[config.mk]
export PLATFORM = sky130hd
export DESIGN_NAME = evt_irq_ctrl
export DESIGN_NICKNAME = d
export VERILOG_FILES = /design/src/rtl/evt_irq_pkg.sv /design/src/rtl/evt_src_cell.sv /design/src/rtl/evt_irq_reqgen.sv /design/src/rtl/evt_irq_ctrl.sv
export SDC_FILE = /design/constraint.sdc
export NUM_CORES = 1
export LEC_CHECK = 0
export BUFFER_PORTS_ARGS = -buffer_cell sky130_fd_sc_hd__buf_2
export CORE_MARGIN = 8
export CORE_UTILIZATION = 49
export CTS_BUF_LIST = sky130_fd_sc_hd__clkbuf_8
export DETAILED_ROUTE_END_ITERATION = 7
export GPL_TIMING_DRIVEN = 0
export HOLD_SLACK_MARGIN = 0.03
export PLACE_DENSITY = 0.82
export SKIP_CTS_REPAIR_TIMING = 1
export SLEW_MARGIN = 20
export SYNTH_ARGS = -nofsm -noshare
export SYNTH_HDL_FRONTEND = slang
export SYNTH_SLANG_ARGS = --single-unit
[constraint.sdc]
create_clock -name clk -period 1.5 [get_ports clk]
set_input_delay 0.075 -clock clk [delete_from_list [all_inputs] [get_ports clk]]
set_output_delay 0.075 -clock clk [all_outputs]
set_load 0.005 [all_outputs]
[src/rtl/evt_irq_pkg.sv]
package evt_irq_pkg;

    // Per-source register state: last sampled input, enable, latched status
    typedef struct packed {
        logic prev;
        logic en;
        logic st;
    } src_state_t;

    // Enable bit that is in force after this cycle's edge
    function automatic logic next_enable(input logic wr, input logic wbit, input logic cur);
        return wr ? wbit : cur;
    endfunction

endpackage

[src/rtl/evt_src_cell.sv]
module evt_src_cell
    import evt_irq_pkg::*;
(
    input  logic clk,
    input  logic rst_n,
    input  logic evt_i,
    input  logic wr_en,
    input  logic wr_bit,
    output logic en_o,
    output logic st_o,
    output logic st_nx_o
);

    src_state_t state_d, state_q;
    logic       en_nx;
    logic       rise;

    always_comb begin
        state_d      = state_q;
        en_nx        = next_enable(wr_en, wr_bit, state_q.en);
        rise         = evt_i & ~state_q.prev;
        state_d.prev = evt_i;
        state_d.en   = en_nx;
        state_d.st   = en_nx & (state_q.st | rise);
    end

    always_ff @(posedge clk or negedge rst_n) begin
        if (!rst_n) begin
            state_q <= '0;
        end else begin
            state_q <= state_d;
        end
    end

    assign en_o    = state_q.en;
    assign st_o    = state_q.st;
    assign st_nx_o = state_d.st;

    AST_EN_FOLLOWS_WRITE: assert property (@(posedge clk) disable iff (!rst_n)
        wr_en |=> (en_o == $past(wr_bit)));
    AST_DISABLED_EDGE_IGNORED: assert property (@(posedge clk) disable iff (!rst_n)
        (!en_o && !wr_en) |=> !st_o);
    AST_EDGE_SETS_STATUS: assert property (@(posedge clk) disable iff (!rst_n)
        (en_o && !wr_en && evt_i && !state_q.prev) |=> st_o);
    AST_DISABLE_CLEARS: assert property (@(posedge clk) disable iff (!rst_n)
        (wr_en && !wr_bit) |=> !st_o);
    AST_STATUS_HOLDS: assert property (@(posedge clk) disable iff (!rst_n)
        (st_o && !(wr_en && !wr_bit)) |=> st_o);
    AST_REARM_SAME_CYCLE: assert property (@(posedge clk) disable iff (!rst_n)
        (wr_en && wr_bit && evt_i && !state_q.prev) |=> st_o);

endmodule

[src/rtl/evt_irq_reqgen.sv]
module evt_irq_reqgen #(
    parameter int NUM_SRC = 8
) (
    input  logic               clk,
    input  logic               rst_n,
    input  logic [NUM_SRC-1:0] st_nx,
    input  logic [NUM_SRC-1:0] st_q,
    output logic               irq_o
);

    typedef struct packed {
        logic irq;
    } req_state_t;

    req_state_t req_d, req_q;

    always_comb begin
        req_d     = req_q;
        req_d.irq = |st_nx;
    end

    always_ff @(posedge clk or negedge rst_n) begin
        if (!rst_n) begin
            req_q <= '0;
        end else begin
            req_q <= req_d;
        end
    end

    assign irq_o = req_q.irq;

    AST_IRQ_MATCHES_STATUS: assert property (@(posedge clk) disable iff (!rst_n)
        irq_o == (|st_q));

endmodule

[src/rtl/evt_irq_ctrl.sv]
module evt_irq_ctrl #(
    parameter int                 NUM_SRC    = 8,
    parameter logic [NUM_SRC-1:0] VALID_MASK = 8'hB7
) (
    input  logic               clk,
    input  logic               rst_n,
    input  logic [NUM_SRC-1:0] evt_i,
    input  logic               wr_en,
    input  logic [NUM_SRC-1:0] wr_data,
    output logic [NUM_SRC-1:0] rd_data,
    output logic               irq_o
);

    logic [NUM_SRC-1:0] en_q;
    logic [NUM_SRC-1:0] st_q;
    logic [NUM_SRC-1:0] st_nx;

    for (genvar i = 0; i < NUM_SRC; i++) begin : g_src
        if (VALID_MASK[i]) begin : g_present
            evt_src_cell u_cell (
                .clk     (clk),
                .rst_n   (rst_n),
                .evt_i   (evt_i[i]),
                .wr_en   (wr_en),
                .wr_bit  (wr_data[i]),
                .en_o    (en_q[i]),
                .st_o    (st_q[i]),
                .st_nx_o (st_nx[i])
            );
        end else begin : g_absent
            assign en_q[i]  = 1'b0;
            assign st_q[i]  = 1'b0;
            assign st_nx[i] = 1'b0;
        end
    end

    evt_irq_reqgen #(.NUM_SRC(NUM_SRC)) u_req (
        .clk   (clk),
        .rst_n (rst_n),
        .st_nx (st_nx),
        .st_q  (st_q),
        .irq_o (irq_o)
    );

    assign rd_data = st_q;

    AST_STATUS_NEEDS_ENABLE: assert property (@(posedge clk) disable iff (!rst_n)
        (st_q & ~en_q) == '0);
    AST_WRITE_ZERO_DROPS_IRQ: assert property (@(posedge clk) disable iff (!rst_n)
        (wr_en && wr_data == '0) |=> !irq_o);

endmodule

==> results by group, run 1 <==
Timing
  – Fmax: 799 MHz
  – Hold Fails Final Rpt: 0
  – Min Tclk post-route: 1.25 ns
  – Endpoints failing setup: 0
  – Unrepaired setup endpoints after global routing: false
  – Worst Skew: 0.00244 ns
  – Fin. max-slew vios: 0
  – Final Cycle Share: 0.834
  – Setup TNS: 0 ns

Yosys
  – Combinational family with the most area after synthesis: multiplexers
  – Synth Area in XOR/XNOR: 0
  – Ys Warns: 0
  – Synth unique cells: 12
  – Post-synthesis cell area: 736 um2
  – Adder-cell area share of the yosys netlist: 0
  – Area fraction in compound gates after synthesis: 0.0714
  – Simple logic cell fraction of the synthesized area: 0.0782
  – Post-Syn Area per Cell: 14.7 um2
  – Post-synthesis register bit count: 19
  – Gate Count Post-Synth: 50
  – Mux contribution to synthesized area: 0.102
  – Register area share after synthesis: 0.646

GRT
  – Vias in the first global route: 445
  – First-pass GRT wire length: 1880 um
  – Remaining global-route overflow: 0
  – Initial antenna violation count: 0
  – Largest net degree at the start of global routing: 20
  – Overall Global Routing Usage: 0.0889

Clock network
  – H-tree levels: 1
  – CTS max path bufs: 2
  – CTS Buf Count: 3
  – Root Driver: clkbuf_8
  – Clock latency on the worst-skew pair: 0.25 ns
  – Clk slew on worst S/H paths: 0.07 ns
  – CTS tree: built
  – Clock net sink count: 19

Final layout
  – P&R area growth vs syn: 32.5%
  – Finished Layout Cells: 98
  – Post-route cell area: 975 um2
  – Fraction of layout cells with a size suffix above 1: 0.488
  – Layout Utilization: 0.670
  – Final net count: 102
  – Sequential cell area: 475 um2
  – Multi-input logic area: 193 um2
  – Ant. Diodes: 0
  – Fill cell count: 110

Setup path
  – Critical-path top delay cell: dlygate4sd3_1
  – Startpoint class of the critical path: input port
  – Reg2reg setup slack: 0.28 ns
  – CP Class: input port to flip-flop
  – CP endpoint kind: flip-flop
  – Worst endpoint data arrival time: 1.38 ns
  – Max stage delay on crit path: 0.53 ns
  – Largest fanout on the critical path: 2
  – CP required: 1.63 ns
  – Critical path, cell by cell: dlygate4sd3_1 -> buf_2 -> nor2b_1 -> o21a_4 -> nor4_2 -> nand2_1

Die
  – CORE AREA: 0.00145 mm2
  – Initial Utilization: 0.506
  – Ports: 28
  – Rows: 14
  – Die height: 54.8 um
  – Die Wd: 54.8 um
  – Die area: 0.00300 mm2

Place
  – PortBufs: 20
  – Area post-placement: 860 um2
  – Routability cong.: 0.690
  – Placed Cells: 87

Route
  – Vias post-DR: 458
  – DR iter-0 viols: 2
  – Drt total wl: 1350 um
  – ANT nets after route: 0
  – WL per Instance: 13.8 um
  – Drt via density: 4.67
  – Pre-Repair DR Iteration Count: 4
  – DRC Markers: 0

Power
  – LEAKAGE: 0.492 nW
  – Power Density: 1090 mW/mm2
  – Max VDD drop: 0.654 mV

Hold path
  – HP Class: input port to flip-flop

Run status
  – Status: finished clean

Flow run
  – Max-cap viol count: 0
## cell families (layout without fill, tap and decap cells)
logic type,count (synthesis),count (layout)
buf+inv,9,40
simple gates,9,9
compound gates,6,6
mux,6,6
flops,19,19
other cells,1,2
## cell usage after synthesis
cell,instances,area (um2)
dfrtp_1,19,475
buf_4,8,60.1
nor2b_1,6,37.5
o21a_1,5,37.5
mux2_2,4,45.0
mux2_4,2,30.0
buf_6,1,11.3
conb_1,1,3.75
nand2_1,1,3.75
nor2_1,1,3.75
nor4_2,1,12.5
o21a_4,1,15.0
## worst max-delay path, delay by kind of cell
family          cells  cell delay, ns
buf+inv             2            0.65
compound gates      1            0.19
simple gates        3            0.46
## final cells by class
type,instances,share of cell area
Timing Repair Buffer,27,0.175
Clock inverter,1,0.00385
Multi-Input combinational cell,23,0.198
Sequential cell,19,0.488
Buffer,9,0.0732
Clock buffer,3,0.0424
Tap cell,16,0.0205
## report_power, final
| group | switching (W) | internal, W | leakage, nW | total, W |
|---|---|---|---|---|
| combinational | 0.0000625 | 0.000101 | 0.236 | 0.000164 |
| sequential | 0.0000156 | 0.000557 | 0.229 | 0.000572 |
| clock | 0.000149 | 0.000181 | 0.0269 | 0.000331 |
| total | 0.000227 | 0.000839 | 0.492 | 0.00107 |
## worst paths after layout
| check | from | end | depth (start not counted) |
|---|---|---|---|
| worst max-delay path | evt_i[2] | u_req.irq_o | 6 |
| worst min-delay path | wr_data[0] | g_src[0].g_present.u_cell.en_o | 2 |
| worst max register to register | g_src[2].g_present.u_cell.en_o | u_req.irq_o | 4 |
| worst min register to register | g_src[1].g_present.u_cell.en_o | g_src[1].g_present.u_cell.en_o | 1 |
| max in group asynchronous | rst_n | g_src[5].g_present.u_cell.st_o | 2 |
| min in group asynchronous | rst_n | g_src[2].g_present.u_cell.en_o | 2 |
## layout by cell type (no fill, tap or decap)
master         netlist  final
buf_2                0     20
buf_4                8      8
buf_6                1      1
clkbuf_8             0      3
conb_1               1      2
dfrtp_1             19     19
dlygate4sd3_1        0      7
inv_1                0      1
mux2_2               4      4
mux2_4               2      2
nand2_1              1      1
nor2_1               1      1
nor2b_1              6      6
nor4_2               1      1
o21a_1               5      5
o21a_4               1      1
## per-layer routing
metal,share of wire,global-route usage
met5,0,0
met1,0.37,0.0958
met4,0.0074,0.0615
met3,0.084,0.0272
met2,0.53,0.145
## stage by stage
step / worst slack (ns) / total power, W / hold WS (ns)
5_1_grt: 0.176 / 0.00113 / 0.0728
3_5_place_dp: 0.280 / 0.000733 / 0.0272
6_report: 0.249 / 0.00107 / 0.0769
2_1_floorplan: 0.349 / 0.000671 / -0.221
4_1_cts: 0.259 / 0.00107 / -0.244
3_3_place_gp: 0.300 / 0.000726 / 0.0249
## sequential cells by signal, summed over array words and instances (netlist names)
signal,flops
g_src.g_present.u_cell.state_q,6
g_src.g_present.u_cell.st_o,6
u_req.irq_o,1
g_src.g_present.u_cell.en_o,6
No activity file was read; power rests on OpenSTA's default activity.
==> inputs of run 2 (changes only) <==
- clock period: 1.5 -> 1.2 ns (I/O delays scaled with it)
==> run 2 against run 1 <==
  * The run now ends with setup timing left
  * Core utilization rose by 1.1 points
  * Hold slack worse by 0.014 ns
  * Worst setup slack worse by 0.28 ns
  * Power is 27% higher
  * Clock power rose by 25%
  * Clock skew about the same
  * Flip-flop and latch count stayed put
  * First-iteration DRC count grew 50%
  * Non-clock buffer count stayed put
  * Die area did not move
  * Global-route usage stayed put
  * Sequential share of layout area is 0.80 points lower
  * Critical endpoint unchanged
  * Largest cell class unchanged
==> results by group, run 2 (synthesized netlist as in run 1, its figures left out) <==
Run status
  – Status: finished with violations
  – Failing checks: setup timing

Place
  – Setup WS pre-CTS: -0.0198 ns (-0.300 ns)
  – Routability cong.: 0.690 (unchanged)
  – Placed Cells: 87 (unchanged)
  – PortBufs: 20 (unchanged)

Timing
  – Hold Fails Final Rpt: 0 (unchanged)
  – Setup TNS: -0.0305 ns (-0.0305 ns)
  – Fmax: 813 MHz
  – Endpoints failing setup: 1 (+1)
  – Fin. max-slew vios: 0 (unchanged)
  – Unrepaired setup endpoints after global routing: true
  – Setup ws final: -0.0305 ns (-0.279 ns)
  – Final Cycle Share: 1.03
  – Worst Skew: 0.00196 ns (-0.000484 ns)
  – Min Tclk post-route: 1.23 ns

GRT
  – Largest net degree at the start of global routing: 20 (unchanged)
  – Vias in the first global route: 445 (unchanged)
  – First-pass GRT wire length: 1880 um (unchanged)
  – Remaining global-route overflow: 0 (unchanged)
  – Overall Global Routing Usage: 0.0889 (unchanged)
  – Initial antenna violation count: 0 (unchanged)

Power
  – Clock Power Share: 0.307 (-0.003)
  – Sw Ratio: 0.216 (+0.00318)
  – Logic gate share of total power: 0.162 (+0.009)
  – Power Density: 1360 mW/mm2 (+24%)
  – NetSw: 0.000292 W (+28%)
  – Int Pwr: 0.00106 W (+26%)
  – Register share of total power: 0.531 (-0.006)
  – LEAKAGE: 0.497 nW (+0.96%)
  – Max VDD drop: 0.821 mV (+26%)

Route
  – DR iter-0 viols: 3 (+1)
  – ANT nets after route: 0 (unchanged)
  – Pre-Repair DR Iteration Count: 3 (-1)
  – Drt total wl: 1370 um (+1.7%)
  – Vias post-DR: 460 (+0.44%)
  – WL per Instance: 14.0 um (+1.7%)
  – DRC Markers: 0 (unchanged)
  – Drt via density: 4.69 (+0.44%)

Clock network
  – CTS tree: built
  – CTS Buf Count: 3 (unchanged)
  – Clock net sink count: 19 (unchanged)
  – CTS max path bufs: 2 (unchanged)
  – H-tree levels: 1 (unchanged)
  – Clock latency on the worst-skew pair: 0.25 ns (about the same)
  – Root Driver: clkbuf_8
  – Clk slew on worst S/H paths: 0.07 ns (about the same)

Setup path
  – Reg2reg setup slack: -0.03 ns (-0.31 ns)
  – CP required: 1.33 ns (-0.30 ns)
  – CP Class: flip-flop to flip-flop
  – CP endpoint kind: flip-flop
  – Startpoint class of the critical path: flip-flop
  – Worst endpoint data arrival time: 1.36 ns (-0.02 ns)
  – Largest fanout on the critical path: 2 (unchanged)

Final layout
  – Commonest non-fill, non-tap cell in the layout: buf_2
  – Finished Layout Cells: 98 (unchanged)
  – P&R area growth vs syn: 34.7%
  – Most frequent cells in the layout: 20 x buf_2, 19 x dfrtp_1, 8 x buf_4
  – Fraction of layout cells with a size suffix above 1: 0.500 (+0.0122)
  – Final net count: 102 (unchanged)
  – Ant. Diodes: 0 (unchanged)

Hold path
  – HP Class: input port to flip-flop

Die
  – Die height: 54.8 um (unchanged)
  – Ports: 28 (unchanged)
  – Initial Utilization: 0.506 (unchanged)
  – Die area: 0.00300 mm2 (unchanged)
  – CORE AREA: 0.00145 mm2 (unchanged)
  – Die Wd: 54.8 um (unchanged)
  – Rows: 14 (unchanged)

Flow run
  – Max-cap viol count: 0 (unchanged)
run 2: changes by cell type in the layout (fill, tap and decap cells not counted):
cell    delta
nor4_4     +1
nor4_2     -1
o21a_1     -1
o21a_4     +1
run 2: worst paths after layout:
path	startpoint	end	cells after the start
min	wr_data[1]	g_src[1].g_present.u_cell.en_o	2
max reg2reg	g_src[4].g_present.u_cell.en_o	u_req.irq_o	4
min in group asynchronous	rst_n	g_src[2].g_present.u_cell.en_o	2
max in group asynchronous	rst_n	g_src[5].g_present.u_cell.st_o	2
max	g_src[4].g_present.u_cell.en_o	u_req.irq_o	4
min reg2reg	g_src[1].g_present.u_cell.en_o	g_src[1].g_present.u_cell.en_o	1
run 2: area by class of cell:
class                   count  area (um2)
multi-input cells          23         209
flip-flops and latches     19         475
fillers                   107         463
repair buffers             27         170
clock buffers               3        41.3
plain buffers               9        71.3
well taps                  16        20.0
clock inverters             1        3.75
run 2: stage by stage:
stage / power (W) / hold slack [ns] / utilization / area [um2]
final: 0.00135 / 0.0631 / 0.682 / 991
after global routing: 0.00143 / 0.0580 / 0.682 / 991
after CTS: 0.00134 / -0.259 / 0.622 / 905
after detailed placement: 0.000917 / 0.0122 / 0.591 / 860
after global placement: 0.000908 / 0.00992 / 0.591 / 860
after floorplan: 0.000839 / -0.236 / - / 739
run 2: per-layer routing:
| layer | vias to the layer above | part of all wire | global-route usage |
|---|---|---|---|
| li1 | 217 | - | - |
| met1 | 227 | 0.38 | 0.0958 |
| met2 | 14 | 0.53 | 0.145 |
| met3 | 2 | 0.079 | 0.0272 |
| met4 | 0 | 0.0073 | 0.0615 |
| met5 | - | 0 | 0 |
run 2: power by group through the flow:
stage | combinational [W] | clock, W | sequential, W
after floorplan | 0.000115 | 0 | 0.000724
after global placement | 0.000183 | 0 | 0.000725
after detailed placement | 0.000189 | 0 | 0.000727
after CTS | 0.000190 | 0.000431 | 0.000715
after global routing | 0.000241 | 0.000463 | 0.000721
final | 0.000219 | 0.000414 | 0.000717
run 2: critical path, stage by stage (launching register included):
cell and delay (ns):
dfrtp_1 0.37, mux2_4 0.28, o21a_4 0.13, nor4_4 0.27, nand2_1 0.07
==> inputs of run 3 (changes only) <==
- PLACE_DENSITY: 0.82 -> 0.8
==> run 3 against run 2 <==
  * Largest power group unchanged
  * Power up 0.71%
  * Sequential share of layout area up 0.30 points
  * Wire length down 4.5%
  * Flip-flop and latch count unchanged
  * The flow still finishes with violations (setup timing)
  * Die area unchanged
  * Cell count unchanged
  * Non-clock buffer count unchanged
  * Clock power up 3%
  * Combinational power down 2%
  * Core utilization down 0.43 points
  * Sequential power about the same
==> results by group, run 3 (synthesized netlist as in run 1, its figures left out) <==
Timing
  – Fmax: 794 MHz (-2.3%)
  – Fin. max-slew vios: 0 (unchanged)
  – Worst Skew: 0.00593 ns (+0.00397 ns)
  – Setup ws final: -0.0597 ns (-0.0292 ns)
  – Unrepaired setup endpoints after global routing: true
  – Final Cycle Share: 1.05 (+0.0243)
  – Endpoints failing setup: 1 (unchanged)
  – Hold Fails Final Rpt: 0 (unchanged)
  – Min Tclk post-route: 1.26 ns (+0.0292 ns)

Setup path
  – CP required: 1.34 ns (about the same)
  – CP endpoint kind: flip-flop
  – Largest fanout on the critical path: 2 (unchanged)
  – Critical-path top delay cell: dfrtp_1
  – Critical path, cell by cell: mux2_4 -> o21a_4 -> nor4_4 -> nand2_1
  – Depth of the most critical reg-to-reg path: 4 (unchanged)
  – Worst endpoint data arrival time: 1.40 ns (+0.04 ns)
  – Startpoint class of the critical path: flip-flop
  – Max stage delay on crit path: 0.37 ns (about the same)
  – Reg2reg setup slack: -0.06 ns (-0.03 ns)
  – CP Class: flip-flop to flip-flop

Die
  – Die height: 54.8 um (unchanged)
  – Initial Utilization: 0.506 (unchanged)
  – Rows: 14 (unchanged)
  – Ports: 28 (unchanged)
  – Die Wd: 54.8 um (unchanged)
  – Die area: 0.00300 mm2 (unchanged)
  – CORE AREA: 0.00145 mm2 (unchanged)

Clock network
  – CTS tree: built
  – Clk slew on worst S/H paths: 0.07 ns (about the same)
  – CTS Buf Count: 3 (unchanged)
  – H-tree levels: 1 (unchanged)
  – Root Driver: clkbuf_8
  – CTS max path bufs: 2 (unchanged)
  – Clock net sink count: 19 (unchanged)
  – Clock latency on the worst-skew pair: 0.25 ns (about the same)

GRT
  – Overall Global Routing Usage: 0.0815 (-0.00735)
  – Vias in the first global route: 426 (-4.3%)
  – Initial antenna violation count: 0 (unchanged)
  – First-pass GRT wire length: 1760 um (-6.6%)
  – Remaining global-route overflow: 0 (unchanged)
  – Largest net degree at the start of global routing: 20 (unchanged)

Place
  – PortBufs: 20 (unchanged)
  – Routability cong.: 0.749 (+8.6%)
  – Setup WS pre-CTS: -0.0112 ns (+0.00867 ns)
  – Area post-placement: 860 um2 (unchanged)

Route
  – DRC Markers: 0 (unchanged)
  – Vias post-DR: 446 (-3.0%)
  – Drt total wl: 1310 um (-4.5%)
  – WL per Instance: 13.4 um (-4.5%)
  – Drt via density: 4.55 (-3.0%)
  – DR iter-0 viols: 4 (+1)
  – ANT nets after route: 0 (unchanged)
  – Pre-Repair DR Iteration Count: 4 (+1)

Hold path
  – HP Class: input port to flip-flop
  – Hold path depth: 2 (unchanged)

Final layout
  – Fraction of layout cells with a size suffix above 1: 0.500 (unchanged)
  – P&R area growth vs syn: 33.8%
  – Ant. Diodes: 0 (unchanged)
  – Final net count: 102 (unchanged)
  – Most frequent cells in the layout: 20 x buf_2, 19 x dfrtp_1, 8 x buf_4
  – Post-route cell area: 985 um2 (-0.63%)
  – Commonest non-fill, non-tap cell in the layout: buf_2

Run status
  – Status: finished with violations
  – Failing checks: setup timing

Power
  – Power Density: 1380 mW/mm2 (+1.3%)
  – Max VDD drop: 0.766 mV (-6.7%)
  – LEAKAGE: 0.493 nW (-0.70%)

Flow run
  – Max-cap viol count: 0 (unchanged)
==> run 3: worst paths after layout <==
path                                                      from                                   end
max in group asynchronous                                rst_n  g_src[0].g_present.u_cell.state_q[2]
worst min-delay path                                wr_data[4]        g_src[4].g_present.u_cell.en_o
worst max register to register  g_src[2].g_present.u_cell.en_o                           u_req.irq_o
min in group asynchronous                                rst_n  g_src[5].g_present.u_cell.state_q[2]
worst min register to register  g_src[4].g_present.u_cell.en_o        g_src[4].g_present.u_cell.en_o
worst max-delay path            g_src[2].g_present.u_cell.en_o                           u_req.irq_o
==> run 3: stage by stage <==
stage	utilization	total power [W]	instances	hold WS (ns)	setup TNS, ns
CTS	0.623	0.00135	91	-0.261	-0.0564
floorplan	-	0.000839	51	-0.236	0
global route	0.677	0.00143	98	0.0536	-0.104
global placement	0.591	0.000909	87	0.00881	0
detailed placement	0.591	0.000914	87	0.0138	-0.0112
finish	0.677	0.00136	98	0.0557	-0.0597
==> run 3: layout make-up <==
cell class	instances	area [um2]
multi-input combinational	23	201
fill	110	469
buffer	9	71.3
timing repair buffer	27	170
clock buffer	3	41.3
clock inverter	1	5.00
sequential	19	475
tap	16	20.0
==> run 3: report_power, final <==
group	switching [W]	internal [W]	total [W]
clock network	0.000198	0.000230	0.000428
registers	0.0000209	0.000696	0.000717
logic	0.0000828	0.000131	0.000214
==> run 3: routing by layer <==
layer | track usage | vias to the layer above | wire [um]
li1 | - | 219 | -
met1 | 0.0903 | 213 | 530
met2 | 0.132 | 12 | 692
met3 | 0.0190 | 2 | 67
met4 | 0.0615 | 0 | 19
met5 | 0 | - | 0
==> run 3: critical path, delay by kind of cell, from the launching register on <==
kind / cells / cell delay (ns)
AND/OR/NAND/NOR: 2 / 0.37
AO/OA/AOI/OAI: 1 / 0.13
multiplexers: 1 / 0.28
flip-flops: 1 / 0.37
